[src/rtl/regpack_pkg.sv]
package regpack_pkg;

  typedef enum logic {
    ST_COLLECT = 1'b0,
    ST_ISSUE   = 1'b1
  } seq_state_e;

  localparam logic [1:0] MODE_GENERAL = 2'd0;

  localparam int STAT_TRAP_BIT = 0;
  localparam int STAT_BUSY_BIT = 16;
  localparam int STAT_END_BIT  = 17;

endpackage

[src/rtl/regpack_index_decode.sv]
module regpack_index_decode #(
  parameter int                IDX_W     = 8,
  parameter int                ADDR_W    = 16,
  parameter logic [ADDR_W-1:0] WIN0_BASE = 16'h1C00,
  parameter logic [ADDR_W-1:0] WIN1_BASE = 16'h2C00,
  parameter logic [ADDR_W-1:0] PAD_ADDR  = 16'h1C54
) (
  input  logic [IDX_W-1:0]  idx_i,
  output logic [ADDR_W-1:0] addr_o,
  output logic              go_o,
  output logic              pad_o
);

  localparam int WIN_SEL_BIT = IDX_W - 1;
  localparam int EXEC_BIT    = IDX_W - 2;

  logic [ADDR_W-1:0] offset;
  logic [ADDR_W-1:0] base;

  always_comb begin
    offset = ADDR_W'({idx_i[EXEC_BIT:0], 2'b00});
    base   = idx_i[WIN_SEL_BIT] ? WIN1_BASE : WIN0_BASE;
    addr_o = base + offset;
    go_o   = !idx_i[WIN_SEL_BIT] && idx_i[EXEC_BIT];
    pad_o  = (addr_o == PAD_ADDR);
  end

endmodule

[src/rtl/regpack_sequencer.sv]
module regpack_sequencer
  import regpack_pkg::*;
#(
  parameter int                DATA_W    = 32,
  parameter int                IDX_W     = 8,
  parameter int                SLOTS     = 4,
  parameter int                ADDR_W    = 16,
  parameter logic [ADDR_W-1:0] WIN0_BASE = 16'h1C00,
  parameter logic [ADDR_W-1:0] WIN1_BASE = 16'h2C00,
  parameter logic [ADDR_W-1:0] PAD_ADDR  = 16'h1C54
) (
  input  logic              clk,
  input  logic              rst,
  input  logic [1:0]        xfer_mode_i,
  input  logic              cmd_valid_i,
  output logic              cmd_ready_o,
  input  logic [DATA_W-1:0] cmd_data_i,
  input  logic              cmd_last_i,
  output logic [IDX_W-1:0]  cur_idx_o,
  input  logic [ADDR_W-1:0] dec_addr_i,
  input  logic              dec_go_i,
  input  logic              dec_pad_i,
  output logic              wr_valid_o,
  output logic [ADDR_W-1:0] wr_addr_o,
  output logic [DATA_W-1:0] wr_data_o,
  output logic              wr_go_o,
  output logic              stream_done_o,
  output logic              stream_err_o
);

  localparam int                CNT_W    = $clog2(SLOTS + 1);
  localparam int                SLOT_W   = $clog2(SLOTS);
  localparam int                HDR_W    = SLOTS * IDX_W;
  localparam logic [ADDR_W-1:0] WIN_SPAN = ADDR_W'(4 << (IDX_W - 1));
  localparam logic [ADDR_W-1:0] GO_LO    = WIN0_BASE + (WIN_SPAN >> 1);

  seq_state_e        state_q;
  logic [CNT_W-1:0]  cnt_q;
  logic [SLOT_W-1:0] slot_q;
  logic [HDR_W-1:0]  hdr_q;
  logic [DATA_W-1:0] slot_mem [SLOTS];
  logic              pend_last_q;
  logic              done_q;
  logic              err_q;
  logic              wr_valid_q;
  logic              wr_go_q;
  logic [ADDR_W-1:0] wr_addr_q;
  logic [DATA_W-1:0] wr_data_q;

  logic [IDX_W-1:0]  slot_idx [SLOTS];
  logic              accept;
  logic              is_hdr;
  logic              pkt_full;
  logic              last_slot;
  logic              mode_ok;

  for (genvar g = 0; g < SLOTS; g++) begin : g_slot_idx
    assign slot_idx[g] = hdr_q[g*IDX_W +: IDX_W];
  end

  assign cmd_ready_o = (state_q == ST_COLLECT);
  assign accept      = cmd_valid_i && cmd_ready_o;
  assign is_hdr      = (cnt_q == '0);
  assign pkt_full    = (cnt_q == CNT_W'(SLOTS));
  assign last_slot   = (slot_q == SLOT_W'(SLOTS - 1));
  assign mode_ok     = (xfer_mode_i == MODE_GENERAL);
  assign cur_idx_o   = slot_idx[slot_q];

  // data slot storage, no reset so it maps onto distributed or block RAM
  always_ff @(posedge clk) begin
    if (accept && !is_hdr) begin
      slot_mem[SLOT_W'(cnt_q - CNT_W'(1))] <= cmd_data_i;
    end
  end

  always_ff @(posedge clk) begin
    wr_data_q <= slot_mem[slot_q];
  end

  always_ff @(posedge clk) begin
    if (rst) begin
      state_q     <= ST_COLLECT;
      cnt_q       <= '0;
      slot_q      <= '0;
      hdr_q       <= '0;
      pend_last_q <= 1'b0;
      done_q      <= 1'b0;
      err_q       <= 1'b0;
    end else begin
      case (state_q)
        ST_COLLECT: begin
          if (accept) begin
            done_q <= 1'b0;
            if (is_hdr) begin
              hdr_q <= cmd_data_i[HDR_W-1:0];
            end
            if (pkt_full) begin
              cnt_q       <= '0;
              slot_q      <= '0;
              pend_last_q <= cmd_last_i;
              state_q     <= ST_ISSUE;
            end else if (cmd_last_i) begin
              cnt_q  <= '0;
              err_q  <= 1'b1;
              done_q <= 1'b1;
            end else begin
              cnt_q <= cnt_q + CNT_W'(1);
            end
          end
        end
        ST_ISSUE: begin
          slot_q <= slot_q + SLOT_W'(1);
          if (last_slot) begin
            state_q     <= ST_COLLECT;
            pend_last_q <= 1'b0;
            if (pend_last_q) begin
              done_q <= 1'b1;
            end
          end
        end
        default: state_q <= ST_COLLECT;
      endcase
    end
  end

  always_ff @(posedge clk) begin
    if (rst) begin
      wr_valid_q <= 1'b0;
      wr_go_q    <= 1'b0;
      wr_addr_q  <= '0;
    end else begin
      wr_valid_q <= (state_q == ST_ISSUE) && mode_ok && !dec_pad_i;
      wr_go_q    <= (state_q == ST_ISSUE) && mode_ok && !dec_pad_i && dec_go_i;
      wr_addr_q  <= dec_addr_i;
    end
  end

  assign wr_valid_o    = wr_valid_q;
  assign wr_go_o       = wr_go_q;
  assign wr_addr_o     = wr_addr_q;
  assign wr_data_o     = wr_data_q;
  assign stream_done_o = done_q;
  assign stream_err_o  = err_q;

  AST_WRITE_AFTER_STALL: assert property (@(posedge clk) disable iff (rst)
    wr_valid_o |-> $past(!cmd_ready_o));

  AST_ADDR_IN_WINDOW: assert property (@(posedge clk) disable iff (rst)
    wr_valid_o |-> ((wr_addr_o >= WIN0_BASE && wr_addr_o < WIN0_BASE + WIN_SPAN) ||
                    (wr_addr_o >= WIN1_BASE && wr_addr_o < WIN1_BASE + WIN_SPAN)));

  AST_GO_IN_EXEC_ALIAS: assert property (@(posedge clk) disable iff (rst)
    wr_go_o |-> (wr_valid_o && wr_addr_o >= GO_LO && wr_addr_o < WIN0_BASE + WIN_SPAN));

  AST_NO_PAD_WRITE: assert property (@(posedge clk) disable iff (rst)
    wr_valid_o |-> (wr_addr_o != PAD_ADDR));

  AST_ERR_STICKY: assert property (@(posedge clk) disable iff (rst)
    stream_err_o |=> stream_err_o);

  AST_MODE_GATES_WRITE: assert property (@(posedge clk) disable iff (rst)
    wr_valid_o |-> $past(xfer_mode_i == MODE_GENERAL));

endmodule

[src/rtl/regpack_status.sv]
module regpack_status
  import regpack_pkg::*;
#(
  parameter int STAT_W = 32
) (
  input  logic              clk,
  input  logic              rst,
  input  logic              engine_busy_i,
  input  logic              stream_done_i,
  output logic [STAT_W-1:0] status_o,
  output logic              idle_o
);

  logic busy_q;

  always_ff @(posedge clk) begin
    if (rst) begin
      busy_q <= 1'b0;
    end else begin
      busy_q <= engine_busy_i;
    end
  end

  always_comb begin
    status_o                = '0;
    status_o[STAT_BUSY_BIT] = busy_q;
    status_o[STAT_END_BIT]  = stream_done_i;
    idle_o = (status_o[STAT_END_BIT] && !status_o[STAT_BUSY_BIT] && !status_o[STAT_TRAP_BIT]);
  end

  AST_BUSY_TRACKS_HIGH: assert property (@(posedge clk) disable iff (rst)
    engine_busy_i |=> status_o[STAT_BUSY_BIT]);

  AST_BUSY_TRACKS_LOW: assert property (@(posedge clk) disable iff (rst)
    !engine_busy_i |=> !status_o[STAT_BUSY_BIT]);

endmodule

[src/rtl/regpack_decoder.sv]
module regpack_decoder
  import regpack_pkg::*;
#(
  parameter int                DATA_W    = 32,
  parameter int                IDX_W     = 8,
  parameter int                SLOTS     = 4,
  parameter int                ADDR_W    = 16,
  parameter int                STAT_W    = 32,
  parameter logic [ADDR_W-1:0] WIN0_BASE = 16'h1C00,
  parameter logic [ADDR_W-1:0] WIN1_BASE = 16'h2C00,
  parameter logic [ADDR_W-1:0] PAD_ADDR  = 16'h1C54
) (
  input  logic              clk,
  input  logic              rst,
  input  logic [1:0]        xfer_mode_i,
  input  logic              cmd_valid_i,
  output logic              cmd_ready_o,
  input  logic [DATA_W-1:0] cmd_data_i,
  input  logic              cmd_last_i,
  output logic              wr_valid_o,
  output logic [ADDR_W-1:0] wr_addr_o,
  output logic [DATA_W-1:0] wr_data_o,
  output logic              wr_go_o,
  input  logic              engine_busy_i,
  output logic [STAT_W-1:0] status_o,
  output logic              idle_o,
  output logic              stream_err_o
);

  logic [IDX_W-1:0]  cur_idx;
  logic [ADDR_W-1:0] dec_addr;
  logic              dec_go;
  logic              dec_pad;
  logic              stream_done;

  regpack_index_decode #(
    .IDX_W    (IDX_W),
    .ADDR_W   (ADDR_W),
    .WIN0_BASE(WIN0_BASE),
    .WIN1_BASE(WIN1_BASE),
    .PAD_ADDR (PAD_ADDR)
  ) u_decode (
    .idx_i (cur_idx),
    .addr_o(dec_addr),
    .go_o  (dec_go),
    .pad_o (dec_pad)
  );

  regpack_sequencer #(
    .DATA_W   (DATA_W),
    .IDX_W    (IDX_W),
    .SLOTS    (SLOTS),
    .ADDR_W   (ADDR_W),
    .WIN0_BASE(WIN0_BASE),
    .WIN1_BASE(WIN1_BASE),
    .PAD_ADDR (PAD_ADDR)
  ) u_seq (
    .clk          (clk),
    .rst          (rst),
    .xfer_mode_i  (xfer_mode_i),
    .cmd_valid_i  (cmd_valid_i),
    .cmd_ready_o  (cmd_ready_o),
    .cmd_data_i   (cmd_data_i),
    .cmd_last_i   (cmd_last_i),
    .cur_idx_o    (cur_idx),
    .dec_addr_i   (dec_addr),
    .dec_go_i     (dec_go),
    .dec_pad_i    (dec_pad),
    .wr_valid_o   (wr_valid_o),
    .wr_addr_o    (wr_addr_o),
    .wr_data_o    (wr_data_o),
    .wr_go_o      (wr_go_o),
    .stream_done_o(stream_done),
    .stream_err_o (stream_err_o)
  );

  regpack_status #(
    .STAT_W(STAT_W)
  ) u_status (
    .clk          (clk),
    .rst          (rst),
    .engine_busy_i(engine_busy_i),
    .stream_done_i(stream_done),
    .status_o     (status_o),
    .idle_o       (idle_o)
  );

endmodule

[config.mk]
export PLATFORM = sky130hd
export DESIGN_NAME = regpack_decoder
export DESIGN_NICKNAME = d
export VERILOG_FILES = /design/src/rtl/regpack_pkg.sv /design/src/rtl/regpack_index_decode.sv /design/src/rtl/regpack_sequencer.sv /design/src/rtl/regpack_status.sv /design/src/rtl/regpack_decoder.sv
export SDC_FILE = /design/constraint.sdc
export NUM_CORES = 1
export LEC_CHECK = 0
export BUFFER_PORTS_ARGS = -buffer_cell sky130_fd_sc_hd__buf_2
export CELL_PAD_IN_SITES_DETAIL_PLACEMENT = 1
export CELL_PAD_IN_SITES_GLOBAL_PLACEMENT = 1
export CORE_UTILIZATION = 52
export CTS_BUF_LIST = sky130_fd_sc_hd__clkbuf_2 sky130_fd_sc_hd__clkbuf_4 sky130_fd_sc_hd__clkbuf_8
export CTS_CLUSTER_SIZE = 25
export DETAILED_ROUTE_END_ITERATION = 16
export GPL_ROUTABILITY_DRIVEN = 0
export PLACE_DENSITY_LB_ADDON = 0.1
export SLEW_MARGIN = 0
export SYNTH_ARGS = -nofsm -noshare
export SYNTH_HDL_FRONTEND = slang
export SYNTH_SLANG_ARGS = --single-unit
[constraint.sdc]
create_clock -name clk -period 5.5 [get_ports clk]
set_clock_uncertainty 0.1 [all_clocks]
set_input_delay 1.1 -clock clk [delete_from_list [all_inputs] [get_ports clk]]
set_output_delay 1.1 -clock clk [all_outputs]
set_load 0.01 [all_outputs]
# [Word-level counts from Yosys, hierarchy flattened]
# Memories as Yosys holds them, arrays and structs flattened. A register that Yosys moved wholly into a read port is not among the register bits.
# Cells that the tools add are included.
# Widths: inputs -> output; s select.
[totals] ramBits=128 output_inout_bits=85 n_memories=1 wordCells=71 regBits=60
[mem_list] name="u_seq.slot_mem" words=4 width=32 rd=1 rd_ports_with_merged_regs=1 wr=1 line="regpack_sequencer.sv:41" rtl="logic [DATA_W-1:0] slot_mem [SLOTS];"
[op_classes] n_reduce_logical=19 addsub=4 mux=25 n_lt_le_gt_ge=1 bitwise=3 n_eq_ne=7
[op_table] cell="$add 16x9->16" count=1
[op_table] cell="$bmux 8 s2" count=1
[op_table] cell="$eq 16x13->1 const B" count=1
[op_table] cell="$mux 8" count=2
[op_table] cell="$mux 14" count=1
[op_table] cell="$mux 1" count=13
[op_table] cell="$reduce_and 3->1" count=3
[op_table] cell="$ne 2x2->1 const B" count=4
[op_table] cell="$logic_and 1x1->1" count=7
[op_table] cell="$mux 3" count=2
[op_table] cell="$pmux 1 s2" count=3
[op_table] cell="$logic_not 1->1" count=4
[op_table] cell="$mux 2" count=2
[op_table] cell="$pmux 2 s2" count=1
[op_table] cell="$reduce_and 2->1" count=2
[op_table] cell="$reduce_and 4->1" count=1
[op_table] cell="$add 3x1->3 const B" count=1
[op_table] cell="$eq 3x3->1 const B" count=1
[op_table] cell="$ge 3x3->1 const B" count=1
[op_table] cell="$logic_not 3->1" count=1
[op_table] cell="$not 2->3" count=1
[op_table] cell="$add 2x1->2 const B" count=1
[op_table] cell="$eq 2x2->1 const B" count=1
[op_table] cell="$logic_not 2->1" count=1
[op_table] cell="2 further kinds" count=3

# [Logic depth before layout (Yosys ltp)]
[depth] word_depth=10 depth_mapped=7

# [By module]
# From an unflattened synthesis, not the netlist that was laid out.
[hier_totals] hier_cells=507 area_unflattened_um2=8007.7
[modules_own_cells] module="regpack_sequencer" cells_each=449 n_inst=1 area_each_um2=7562.3
[modules_own_cells] module="regpack_status" cells_each=36 n_inst=1 area_each_um2=291.5
[modules_own_cells] module="regpack_index_decode" cells_each=22 n_inst=1 area_each_um2=153.9

# [Worst setup path before layout]
# OpenSTA, ideal clock, no wires.
[synth_path] path_kind="input -> register" startpoint="input port cmd_valid_i" endpoint="memory u_seq.slot_mem[3][0] (enable)" stages=2 path_slack_ns=2.353 t_required_ns=4.977 arrival_time_ns=2.624 cell_sequence="nand2b_1 > nor2_1"
[synth_between] elab_chain_cells=4
[synth_rtl] element="from (decl)" line="regpack_decoder.sv:16" rtl="input logic cmd_valid_i,"
[synth_rtl] element="$logic_and 1x1->1" line="regpack_sequencer.sv:62" rtl="assign accept = cmd_valid_i && cmd_ready_o;"
[synth_rtl] element="$logic_and 1x1->1" line="regpack_sequencer.sv:71" rtl="if (accept && !is_hdr) begin"
[synth_rtl] element="$mux 1" line="regpack_sequencer.sv:71"
[synth_rtl] element="$mux 1 (not written as such)" line="regpack_sequencer.sv:72" rtl="slot_mem[SLOT_W'(cnt_q - CNT_W'(1))] <= cmd_data_i;"
[synth_rtl] element="to (decl)" line="regpack_sequencer.sv:41"
# No other way between the ends.

# [Worst setup path in the final report]
[layout_path] startpoint="input port cmd_valid_i" endpoint="memory u_seq.slot_mem[2][8] (enable)"
# Same word-level chain as after synthesis.

==> metrics.md <==
| Metric | Value |
|---|---|
| Maximum vdd drop | `0.1580 mV` |
| Root Buffer | `clkbuf_8` |
| Slowest CP cell | `and2_1` |
| Max-slew violation count | `0` |
| Worst r2r path cells | `5` |
| Synth area leaders | `edfxtp_1 (50%), dfxtp_1 (22%), mux4_2 (11%), buf_4 (3.9%), nand2_1 (3.3%)` |
| Crit path from | `cmd_valid_i` |
| Final Setup Violations | `0` |
| Antenna-violating nets left | `0` |
| Post-synth EDFFs | `128` |
| Hold Path Depth | `2` |
| Max stage delay on crit path | `710 ps` |
| Cell Chain, Critical Path | `buf_2, nand2b_1, a21oi_1, and2_1, buf_4` |
| CTS tree | `yes` |
| Vias | `4128` |
| Min setup slack post-route | `2844 ps` |
| Buf/Inv on CP | `2` |
| Placed inst area | `0.008177 mm^2` |
| Synth warn | `0` |
| Max Buffers Root-to-Sink | `3` |
| Distinct cell type count after synthesis | `32` |
| Final hold slack | `358.0 ps` |
| Core ar. | `0.01453 mm^2` |
| Final Hold Fails | `0` |
| WP data required | `5570 ps` |
| Status | `finished, final reports clean` |
| Vias/cell | `5.206` |
| Initial antenna violation count | `0` |
| Final Cycle Share | `0.4829` |
| Cell family contributing the most delay on the critical path | `simple AND/OR/NAND/NOR gates` |
| Fill count | `1403` |
| Tot Pwr | `3.166 mW` |
| Synthesized cell area | `0.007717 mm^2` |
| Synth area leader | `edfxtp_1` |
| Worst hold path type | `reg2reg` |
| Leak pwr | `3.270 nW` |
| Die height | `123.8 um` |
| Grt total ovfl | `0` |
| Synth async-reset ratio | `0` |
| R2R setup slack | `2930 ps` |
| Crit path max fanout | `18` |
| Largest net degree at the start of global routing | `45` |
| Slew @ Worst Pin | `1229 ps` |
| Vias in the first global route | `4295` |
| Fmax | `0.3765 GHz` |
| Min-Delay Endpoint | `u_seq.hdr_q[23]` |
| Max-Slew Margin vs Limit | `0.1810` |
| Reg-to-reg critical path startpoint | `u_seq.cnt_q[0]` |
| Nets | `628` |
| Inserted Diodes | `0` |
| Sequential share of the synthesized area | `0.7211` |
| Resized cells post-CTS | `0` |
| Ys flop type | `edfxtp_1` |
| Crit. End Element | `flop` |
| Beginning of the worst hold path | `u_seq.hdr_q[23]` |
| Final wirelength | `15510 um` |
| DP HPWL | `9626 um` |
| PD cells | `357.3 mW/mm^2` |
| Drc violations | `0` |
| Initial core utilization | `0.5310` |
| Design area | `0.008860 mm^2` |
| Global-route wire length before repair | `23450 um` |
| Crit start category | `input pin` |
| Share of cells above drive strength 1 | `0.3153` |
| WL/cell | `19.55 um` |
| CP arrival | `2730 ps` |
| RSZ-0062 raised after global routing | `no` |
| Reg2reg end | `u_seq.slot_mem[2][8]` |
| PortBufs | `88` |
| Initial DRT Pass Iterations | `4` |
| Setup TNS | `0 ps` |
| Chip width | `123.8 um` |
| Hold_buf cts | `0` |
| Htree depth | `2` |
| Post-CTS Setup Repair Bufs | `0` |
| Minimum clock period | `2656 ps` |
| IO Pins | `124` |
| Die area | `0.01533 mm^2` |
| Flops & latches, synth | `214` |
| Max_cap viols | `0` |
| CTS clk-pin slew, worst paths | `60 ps` |
| Num CTS Buffers | `35` |
| Detailed Route Iter0 Violations | `238` |
| Global-route usage over all layers | `0.2117` |
| Row count | `44` |
| Post-Synthesis Mean Instance Area | `16.15 um^2` |
| Area share of the largest cell type after synthesis | `0.4981` |
| Clock latency on the worst-skew pair | `500 ps` |
| Area grow syn2layout | `14.80%` |
| Mapped Cells | `478` |
| Clk sinks | `214` |
| Kind of critical path | `in2reg` |
| Top-count cell post-synth | `edfxtp_1` |
| Worst Setup Slack post-DPL | `2265 ps` |
| Most frequent cells after synthesis | `edfxtp_1 (128), dfxtp_1 (86), nand2_1 (68)` |
per-stage QoR:
stage	utilization	std cells
after floorplan	-	512
after global placement	0.5626	730
after detailed placement	0.5626	730
after CTS	0.6096	793
after global routing	0.6096	793
final	0.6096	793
routing by layer:
layer / GRT usage / part of all wire
met1: 0.2677 / 0.43
met2: 0.3594 / 0.51
met5: 0 / 0
met4: 0.07907 / 0.019
met3: 0.04441 / 0.043
how the worst max path moves through the flow:
stage | end | slack (ps) | cells after the start
after floorplan | u_seq.slot_mem[3][0] | 2350 | 2
after global placement | u_seq.slot_mem[2][2] | 2410 | 5
after detailed placement | u_seq.slot_mem[2][0] | 2270 | 5
after CTS | u_seq.slot_mem[2][8] | 2820 | 5
after global routing | u_seq.slot_mem[2][8] | 2670 | 5
final | u_seq.slot_mem[2][8] | 2840 | 5
logic make-up after synthesis:
group	Yosys count	share of synthesized area
compound gates	46	0.03032
flops	214	0.7211
mux	41	0.1195
buf+inv	68	0.05674
simple gates	102	0.06209
fa+ha+maj	6	0.009727
other cells	1	0.0004859
where the power goes:
group	leakage, nW	switching (mW)	internal, mW
Combinational	1.04	0.0766	0.0376
Sequential	1.86	0.0128	1.72
Clock	0.366	0.580	0.739
Total	3.27	0.670	2.50
registers in the layout, indices dropped and copies added, names as in the netlist:
name and flops:
u_seq.slot_mem 128, u_seq.hdr_q 32, u_seq.wr_data_o 32, u_seq.wr_addr_o 10, u_seq.cnt_q 3, u_seq.slot_q 2, u_seq.pend_last_q 1, u_seq.state_q 1
u_seq.stream_done_o 1, u_seq.stream_err_o 1, u_seq.wr_go_o 1, u_seq.wr_valid_o 1, u_status.busy_q 1
layout by cell type, fill, tap and decap left out:
master,synthesis,final
a21oi_1,41,41
nor2b_1,4,4
nand3_1,3,3
nand2b_1,1,1
clkbuf_4,0,11
nor3_1,1,1
mux4_1,3,3
clkbuf_8,0,40
or4_1,1,1
nand4_1,3,3
mux4_2,37,37
buf_2,7,88
edfxtp_1,128,128
nor3b_1,1,1
o21a_1,1,1
a31oi_1,1,1
and2_1,11,11
ha_1,6,6
mux2i_1,1,1
o21ai_0,3,3
dfxtp_1,86,84
nand4bb_1,1,1
inv_1,7,7
nor4bb_4,0,1
nor2_2,0,1
and3_1,1,1
conb_1,1,35
clkinv_1,0,8
buf_4,40,7
nor4b_2,1,1
nand2_1,68,68
nor2_1,3,2
dfxtp_2,0,2
or3_1,1,1
clkinv_2,0,4
nor4bb_1,2,1
worst reg2reg max path, cell delays in order, from the launching register on:
cell     delay [ps]
dfxtp_1         400
inv_1           110
ha_1            290
a21oi_1         220
and2_1          710
buf_4           400
cell type report:
class	count	area [um^2]	area share
Tap cell	184	230.2	0.02599
Inverter	7	26.28	0.002966
Timing Repair Buffer	95	493.0	0.05564
Sequential cell	214	5568	0.6284
Clock inverter	12	50.05	0.005649
Multi-Input combinational cell	230	1859	0.2099
Clock buffer	51	633.1	0.07146
Power figures use the tool's default switching activity.
